### src/rtl/i3c_wseq_pkg.sv
package i3c_wseq_pkg;
  typedef enum logic [2:0] {
    WK_HDR    = 3'd0,
    WK_ADDR   = 3'd1,
    WK_WR3    = 3'd2,
    WK_WR2    = 3'd3,
    WK_RD3    = 3'd4,
    WK_RD2    = 3'd5,
    WK_RSTART = 3'd6,
    WK_STOP   = 3'd7
  } wkind_e;

  typedef enum logic [2:0] {
    S_IDLE, S_CHECK, S_HDR, S_RSTART, S_ADDR, S_DATA, S_STOP, S_RCPT
  } seq_st_e;

  localparam logic [1:0] E_OK     = 2'd0;
  localparam logic [1:0] E_NACK   = 2'd1;
  localparam logic [1:0] E_MALF   = 2'd2;
  localparam logic [1:0] E_ABSENT = 2'd3;

  localparam logic [6:0] HDR_ADDR = 7'h7E;
endpackage

### src/rtl/i3c_wseq_cnt.sv
module i3c_wseq_cnt #(
  parameter int LEN_W = 8
) (
  input  logic             clk,
  input  logic             rst_n,
  input  logic             clr,
  input  logic             inc,
  input  logic [LEN_W-1:0] len,
  output logic [LEN_W-1:0] cnt,
  output logic             last
);
  logic [LEN_W-1:0] cnt_q;

  always_ff @(posedge clk or negedge rst_n) begin
    if (!rst_n)   cnt_q <= '0;
    else if (clr) cnt_q <= '0;
    else if (inc) cnt_q <= cnt_q + 1'b1;
  end

  // byte being completed now is the final programmed one
  assign last = (({1'b0, cnt_q} + (LEN_W+1)'(1)) == {1'b0, len});
  assign cnt  = cnt_q;
endmodule

### src/rtl/i3c_wseq_word.sv
module i3c_wseq_word
  import i3c_wseq_pkg::*;
(
  input  seq_st_e    st,
  input  logic [6:0] addr,
  input  logic       rnw,
  input  logic       legacy,
  input  logic [7:0] tx_byte,
  output wkind_e     kind,
  output logic [7:0] data
);
  always_comb begin
    kind = WK_STOP;
    data = 8'h00;
    unique case (st)
      S_HDR:    begin kind = WK_HDR;    data = {HDR_ADDR, 1'b0}; end
      S_RSTART: begin kind = WK_RSTART; end
      S_ADDR:   begin kind = WK_ADDR;   data = {addr, rnw}; end
      S_DATA: begin
        if (rnw) kind = legacy ? WK_RD2 : WK_RD3;
        else begin
          kind = legacy ? WK_WR2 : WK_WR3;
          data = tx_byte;
        end
      end
      default: begin kind = WK_STOP; end
    endcase
  end
endmodule

### src/rtl/i3c_word_seq.sv
module i3c_word_seq
  import i3c_wseq_pkg::*;
#(
  parameter int LEN_W       = 8,
  parameter int TAG_W       = 4,
  parameter int IGNORE_NACK = 0
) (
  input  logic             clk,
  input  logic             rst_n,
  input  logic             cmd_valid,
  output logic             cmd_ready,
  input  logic [6:0]       cmd_addr,
  input  logic             cmd_rnw,
  input  logic [LEN_W-1:0] cmd_len,
  input  logic             cmd_hdr,
  input  logic             cmd_legacy,
  input  logic             cmd_present,
  input  logic [TAG_W-1:0] cmd_tag,
  output logic             word_valid,
  input  logic             word_ready,
  output logic [2:0]       word_kind,
  output logic [7:0]       word_data,
  input  logic             resp_valid,
  input  logic             resp_nack,
  input  logic             resp_more,
  input  logic [7:0]       resp_data,
  input  logic             tx_valid,
  output logic             tx_ready,
  input  logic [7:0]       tx_data,
  output logic             rx_valid,
  output logic [7:0]       rx_data,
  output logic             rcpt_valid,
  output logic [LEN_W-1:0] rcpt_len,
  output logic [1:0]       rcpt_err,
  output logic [TAG_W-1:0] rcpt_tag
);
  localparam logic IGN = (IGNORE_NACK != 0);

  // reset: asserted asynchronously, released on a clock edge
  logic [1:0] rs_q;
  logic       srst_n;
  always_ff @(posedge clk or negedge rst_n) begin
    if (!rst_n) rs_q <= 2'b00;
    else        rs_q <= {rs_q[0], 1'b1};
  end
  assign srst_n = rs_q[1];

  seq_st_e          st_q, st_d;
  logic             wt_q, wt_d;
  logic             ovr_q, ovr_d;
  logic [1:0]       err_q, err_d;
  logic             rxv_q, rxv_d;
  logic [7:0]       rxd_q, rxd_d;
  logic             load, clr, inc;

  logic [6:0]       c_addr;
  logic             c_rnw, c_hdr, c_leg, c_pres;
  logic [LEN_W-1:0] c_len;
  logic [TAG_W-1:0] c_tag;

  logic [LEN_W-1:0] cnt;
  logic             last;
  wkind_e           kind_w;
  logic             issue, is_wr, hs, got, nack_eff;

  i3c_wseq_cnt #(.LEN_W(LEN_W)) u_cnt (
    .clk(clk), .rst_n(srst_n), .clr(clr), .inc(inc),
    .len(c_len), .cnt(cnt), .last(last)
  );

  i3c_wseq_word u_word (
    .st(st_q), .addr(c_addr), .rnw(c_rnw), .legacy(c_leg),
    .tx_byte(tx_data), .kind(kind_w), .data(word_data)
  );

  assign issue      = (st_q == S_HDR) || (st_q == S_RSTART) || (st_q == S_ADDR) ||
                      (st_q == S_DATA) || (st_q == S_STOP);
  assign is_wr      = (st_q == S_DATA) && !c_rnw;
  assign word_valid = issue && !wt_q && (!is_wr || tx_valid);
  assign hs         = word_valid && word_ready;
  assign tx_ready   = hs && is_wr;
  assign got        = wt_q && resp_valid;
  assign nack_eff   = resp_nack && !IGN;
  assign word_kind  = kind_w;

  always_comb begin
    st_d  = st_q;
    wt_d  = wt_q;
    ovr_d = ovr_q;
    err_d = err_q;
    rxv_d = 1'b0;
    rxd_d = rxd_q;
    load  = 1'b0;
    clr   = 1'b0;
    inc   = 1'b0;
    if (hs)  wt_d = 1'b1;
    if (got) wt_d = 1'b0;
    unique case (st_q)
      S_IDLE: if (cmd_valid) begin
        load = 1'b1;
        clr  = 1'b1;
        st_d = S_CHECK;
      end
      S_CHECK: begin
        ovr_d = 1'b0;
        err_d = E_OK;
        if (!c_pres) begin
          err_d = E_ABSENT;
          st_d  = S_RCPT;
        end else if (c_hdr && !c_leg) st_d = S_HDR;
        else                          st_d = S_ADDR;
      end
      S_HDR: if (got) begin
        if (nack_eff) begin err_d = E_NACK; st_d = S_STOP; end
        else st_d = S_RSTART;
      end
      S_RSTART: if (got) st_d = S_ADDR;
      S_ADDR: if (got) begin
        if (nack_eff) begin err_d = E_NACK; st_d = S_STOP; end
        else if (c_len == '0) st_d = S_STOP;
        else st_d = S_DATA;
      end
      S_DATA: if (got) begin
        if (!c_rnw) begin
          if (c_leg && nack_eff) begin err_d = E_NACK; st_d = S_STOP; end
          else begin
            inc = 1'b1;
            if (last) st_d = S_STOP;
          end
        end else if (ovr_q) begin
          if (!resp_more) st_d = S_STOP;
        end else begin
          rxv_d = 1'b1;
          rxd_d = resp_data;
          inc   = 1'b1;
          if (!resp_more) st_d = S_STOP;
          else if (last) begin
            if (c_leg) begin ovr_d = 1'b1; err_d = E_MALF; end
            else st_d = S_STOP;
          end
        end
      end
      S_STOP: if (got) st_d = S_RCPT;
      default: st_d = S_IDLE;
    endcase
  end

  always_ff @(posedge clk or negedge srst_n) begin
    if (!srst_n) begin
      st_q  <= S_IDLE;
      wt_q  <= 1'b0;
      ovr_q <= 1'b0;
      err_q <= E_OK;
      rxv_q <= 1'b0;
      rxd_q <= 8'h00;
    end else begin
      st_q  <= st_d;
      wt_q  <= wt_d;
      ovr_q <= ovr_d;
      err_q <= err_d;
      rxv_q <= rxv_d;
      rxd_q <= rxd_d;
    end
  end

  always_ff @(posedge clk or negedge srst_n) begin
    if (!srst_n) begin
      c_addr <= '0; c_rnw <= 1'b0; c_len <= '0; c_hdr <= 1'b0;
      c_leg  <= 1'b0; c_pres <= 1'b0; c_tag <= '0;
    end else if (load) begin
      c_addr <= cmd_addr; c_rnw <= cmd_rnw; c_len <= cmd_len; c_hdr <= cmd_hdr;
      c_leg  <= cmd_legacy; c_pres <= cmd_present; c_tag <= cmd_tag;
    end
  end

  assign cmd_ready  = (st_q == S_IDLE);
  assign rx_valid   = rxv_q;
  assign rx_data    = rxd_q;
  assign rcpt_valid = (st_q == S_RCPT);
  assign rcpt_len   = cnt;
  assign rcpt_err   = err_q;
  assign rcpt_tag   = c_tag;
endmodule

### config.mk
export PLATFORM = sky130hd
export DESIGN_NAME = i3c_word_seq
export DESIGN_NICKNAME = d
export VERILOG_FILES = /design/src/rtl/i3c_wseq_pkg.sv /design/src/rtl/i3c_wseq_cnt.sv /design/src/rtl/i3c_wseq_word.sv /design/src/rtl/i3c_word_seq.sv
export SDC_FILE = /design/constraint.sdc
export NUM_CORES = 1
export LEC_CHECK = 0
export BUFFER_PORTS_ARGS = -buffer_cell sky130_fd_sc_hd__buf_2
export CELL_PAD_IN_SITES_DETAIL_PLACEMENT = 2
export CELL_PAD_IN_SITES_GLOBAL_PLACEMENT = 2
export CORE_ASPECT_RATIO = 0.8
export CORE_MARGIN = 3
export CORE_UTILIZATION = 28
export CTS_CLUSTER_SIZE = 40
export DETAILED_ROUTE_END_ITERATION = 12
export PLACE_DENSITY = 0.78
export SLEW_MARGIN = 15
export SYNTH_ARGS = -nofsm -noshare
export SYNTH_HDL_FRONTEND = slang
export SYNTH_SLANG_ARGS = --single-unit
export TNS_END_PERCENT = 100
### constraint.sdc
create_clock -name clk -period 1.57 [get_ports clk]
set_clock_uncertainty 0.05 [all_clocks]
set_input_delay 0.0785 -clock clk [delete_from_list [all_inputs] [get_ports clk]]
set_output_delay 0.0785 -clock clk [all_outputs]
set_load 0.05 [all_outputs]
After elaboration in Yosys (flattened, before gate mapping):

Cells that the tools add are included.

* flip-flop bits (word level): 49
* input port bits: 47
* output and inout bits: 38
* logic and storage cells: 130

* add/sub/neg operators: 2
* equal/unequal tests: 26
* mux-type cells: 58
* bitwise operators: 1
* reduce and logical (&&, ||, !) cells: 28

Operators with widths (count)
* $mux 3: 18
* $mux 2: 12
* $mux 8: 3
* $pmux 8 s3: 1
* $pmux 3 s7: 1
* $mux 1: 20
* $ne 2x2->1 const B: 7
* $eq 3x3->1 const B: 4
* $ne 3x3->1 const B: 4
* $ne 4x4->1 const B: 3
* $pmux 3 s4: 1
* $reduce_and 10->1: 1
* $add 8x1->9 const B: 1
* $eq 9x8->1: 1
* $reduce_and 9->1: 1
* $add 8x1->8 const B: 1
* $logic_and 1x1->1: 8
* $logic_not 8->1: 1
* $eq 3x2->1 const B: 2
* $pmux 2 s3: 1
* $reduce_bool 2->1: 3
* $logic_or 1x1->1: 5
* $logic_not 1->1: 4
* $ne 2x1->1 const B: 2
* other kinds (10): 10

Longest topological paths before layout:

* word-level depth: 10
* depth in mapped cells: 8
* depth with buffers taken out: 7

By module:

Synthesis repeated with hierarchy kept, for this count alone.

* cells, all modules: 256
* area, all modules: 2776.4 µm²

Modules (own cells, without submodules)
* i3c_word_seq: times used 1, cells an instance 155, area each 1908.1 µm², sequential area each 1026.0 µm²
* i3c_wseq_cnt: times used 1, cells an instance 69, area each 618.1 µm², sequential area each 200.2 µm²
* i3c_wseq_word: times used 1, cells an instance 32, area each 250.2 µm², sequential area each 0.0 µm²

Worst setup path before layout:

No wires, ideal clock.

* kind: reg2out
* start: register st_q[0]
* end: output port tx_ready
* arrival: 3009 ps
* required time: 1441 ps
* setup slack: -1567 ps
* stages on the path, launching flop included: 7
* buffers on the path: 2
* path through: dfrtp_1 buf_2 and3b_1 and2_1 clkbuf_1 a221oi_1 and3_1

* longest elaborated chain between the ends: 9
* elaborated cells on any way between the ends: 16
* those cells by class: eq/ne: 5; reduce/logical: 11

RTL lines
* start, declared: RTL line i3c_word_seq.sv:48 `seq_st_e st_q, st_d;`
* start signal, assigned: RTL line i3c_word_seq.sv:157 `st_q <= st_d;`
* $eq 3x2->1: RTL line i3c_word_seq.sv:76 `assign issue = (st_q == S_HDR) || (st_q == S_RSTART) || (st_q == S_ADDR) ||`
* $logic_or 1x1->1 (3 in series): RTL line i3c_word_seq.sv:76
* $logic_or 1x1->1: RTL line i3c_word_seq.sv:77 `(st_q == S_DATA) || (st_q == S_STOP);`
* $logic_and 1x1->1: RTL line i3c_word_seq.sv:79 `assign word_valid = issue && !wt_q && (!is_wr || tx_valid);`
* $logic_and 1x1->1 (*): RTL line i3c_word_seq.sv:79
* named net word_valid: RTL line i3c_word_seq.sv:19 `output logic word_valid,`
* $logic_and 1x1->1 (*): RTL line i3c_word_seq.sv:80 `assign hs = word_valid && word_ready;`
* $logic_and 1x1->1 (*): RTL line i3c_word_seq.sv:81 `assign tx_ready = hs && is_wr;`
* end, declared: RTL line i3c_word_seq.sv:28 `output logic tx_ready,`

Mark *: on every way through the listed nets, which the timed path passes. The rest lies on a longest branch.

Final worst setup path:

* start: register u_cnt.cnt_q[0], in the netlist u_cnt.cnt[0]
* end: register err_q[0], in the netlist rcpt_err[0]

* longest elaborated chain between the ends: 4

RTL lines
* start, declared: RTL line i3c_wseq_cnt.sv:12 `logic [LEN_W-1:0] cnt_q;`
* start signal, assigned: RTL line i3c_wseq_cnt.sv:17 `else if (inc) cnt_q <= cnt_q + 1'b1;`
* $add 8x1->9: RTL line i3c_wseq_cnt.sv:21 `assign last = (({1'b0, cnt_q} + (LEN_W+1)'(1)) == {1'b0, len});`
* $eq 9x8->1: RTL line i3c_wseq_cnt.sv:21
* $ne 3x3->1 (no line)
* $reduce_and 9->1 (no line)
* end signal, assigned: RTL line i3c_word_seq.sv:160 `err_q <= err_d;`
* end, declared: RTL line i3c_word_seq.sv:51 `logic [1:0] err_q, err_d;`

Every way passes these cells.
A chain may end at the register's enable or synchronous reset.

==> metrics <==
most area-consuming cells after synthesis dfrtp_1 46%, mux2_2 13%, o21ai_0 4.4%; Ports 85; # Max-Cap Violations 0; Die Footprint 10600 um2; area delta synth->final 85.7%; detail-routed via count per cell 5.61; met3 Usage GRT 0.0934; Distinct cells, synth 53; ANT cells 0; mapped cell area 2640 um2; Seq cells post-synth 49; largest family of logic cells by synthesized area compound AO/OA/AOI/OAI gates; drt total wl 17300 um; synth cell count leaders 49 x dfrtp_1, 30 x mux2_2, 23 x o21ai_0, 19 x nand2_1, 13 x nor2_1; sinks on the clock net 49; Max clock buf depth 2; global-route wire length before repair 23200 um; failing checks negative setup slack; vias in the first global route 3565; P_leak 2.28 nW; Setup WS pre-CTS -0.618 ns; Post-DRT Antenna Nets 0; Tot GR Track Use 0.296; multiplexer area fraction after synthesis 0.132; drt initial violations 147; worst-path fanout max 5; Clk Latency, worst-skew pair 0.31 ns; simple-gate area share of the yosys netlist 0.150; TritonCTS Buffers 5; grt total ovfl 0; Critical Path AT 2.56 ns; post-synthesis sequential area ratio 0.465; Core ar. 9110 um2; Worst setup EP type flop; synthesized area per cell 10.3 um2; H-tree depth 2; # setup viols final 62; Post-DP HPWL 7910 um; layout cell share with drive strength beyond 1 0.574; Design Power 10.8 mW; Primary FF master, synth dfrtp_1; Tcrit/Tclk final 1.54; Routed WL per cell 30.6 um; Final Max Slew Viols 0; final hold violations 0; die width 115 um; via count 3176; post-route setup slack -0.844 ns; DP Area 3930 um2; worst path required time 1.71 ns; final worst path period need 2.41 ns; maximum number of pins on one net before global-route repair 34; Peak Freq 0.414 GHz; first-pass detailed-route iteration total 5; Post-synth ARST share 1.00; Synth Area in Compound Gates 0.170; crit path kind reg2reg; area leader, netlist dfrtp_1; worst hold path type in2async; Clk pin slew, worst setup/hold paths 0.09 ns; Core Util, Final 0.538; post-synth net total 304; VDD IR max 1080 uV; clk root buf clkbuf_16; initial antenna violation count 0; total negative slack -29.39 ns; met1 usage 0.372; GPL Wtd Cong 0.847; top cell type's share of synthesized area 0.465; Synth Area in XOR/XNOR 0.0389; EDFF count, synth 0; Warnings, synthesis 0; Initial Util 0.289; port bufs 84; cell with the most instances after synthesis dfrtp_1; # nets final 499; Post-Synth Adder-Cell Area 0.00948; RSZ-0062 raised after global routing yes; Pwr Density 2210 nW/um2; Worst setup SP type flop; Die Ht 92.8 um; met2 Use GR 0.499; status finished with violations; CTS tree built; Final Instance Area 4900 um2; Core Rows 31; gr busiest metal met2; Cells after Synth 255; DRC Markers 0
## sequential cells by signal (all words and copies together), names as in the netlist, 2 cells and up
name and flops:
st_q 3, u_cnt.cnt 8, c_addr 7, rx_data 8
rcpt_err 2, rs_q 2, rcpt_tag 4, c_len 8
## per-stage QoR
| step | std cells | hold WS (ns) |
|---|---|---|
| after floorplan | 255 | -0.267 |
| after global placement | 508 | -0.186 |
| after detailed placement | 508 | -0.183 |
| after CTS | 563 | 0.0380 |
| after global routing | 566 | 0.0673 |
| final | 566 | 0.0477 |
## kinds of logic (layout without fill, tap and decap cells)
kind of cell	after synthesis	count (layout)
adders and majority gates	2	2
DFF	49	49
and+or+nand+nor	73	73
buffers and inverters	21	217
xor gates and xnor gates	10	10
AOI/OAI and AO/OA	68	68
other	1	1
muxes	31	31
## timing repair
item,in CTS,in global routing
endpoints found under the setup margin,61,62
endpoints found under the hold margin,34,0
setup buffers,12,3
cloned,3,0
pin swaps,10,2
hold buffers,33,0
gates resized for setup,63,11
## per-layer routing
metal	vias to the layer above	part of all wire
li1	1312	-
met1	1622	0.41
met2	189	0.48
met3	53	0.073
met4	0	0.040
met5	-	0
## placed cells by master, fill, tap and decap left out, types with 3 or more instances in the layout
master / n
xnor2_1: 6
nand3b_1: 6
buf_2: 70
o21ai_0: 6
a21oi_1: 8
dlygate4sd3_1: 33
a22oi_1: 5
o31ai_1: 3
dfrtp_1: 39
o21ai_4: 5
mux2_4: 23
nor2_1: 11
buf_4: 67
nand3_1: 5
dfrtp_2: 10
and3_4: 3
or3_1: 3
buf_8: 3
buf_16: 3
nand2_1: 17
buf_6: 18
o21ai_1: 10
buf_12: 7
clkbuf_16: 5
mux2_2: 8
inv_1: 6
## cell type report
type	instances	area (um2)
Tap cell	115	144
Timing Repair Buffer	202	1660
Fill cell	871	4220
Multi-Input combinational cell	185	1680
Sequential cell	49	1240
Clock inverter	3	28.8
Clock buffer	5	125
Inverter	7	26.3
## power by group
part	switching (mW)	total, mW	internal, mW
logic	4.20	7.18	2.98
registers	0.633	2.39	1.76
clock network	0.638	1.25	0.616
total	5.47	10.8	5.36
## final timing paths
path,from,end,slack [ns],cells after the start
max,u_cnt.cnt[0],rcpt_err[0],-0.84,6
min,rst_n,rs_q[1],0.05,2
max reg2reg,u_cnt.cnt[0],rcpt_err[0],-0.84,6
min reg2reg,rs_q[1],rcpt_tag[2],0.14,0
max in group asynchronous,rs_q[1],u_cnt.cnt[5],0.77,1
min in group clk,resp_valid,wt_q,0.15,3
## critical path, stage by stage, from the launching register on
cell	delay, ns
dfrtp_2	0.44
and3_1	0.23
nand3_1	0.23
o31ai_4	0.37
nor4bb_2	0.43
o21a_2	0.23
mux2_4	0.31
Power figures use the tool's default switching activity.
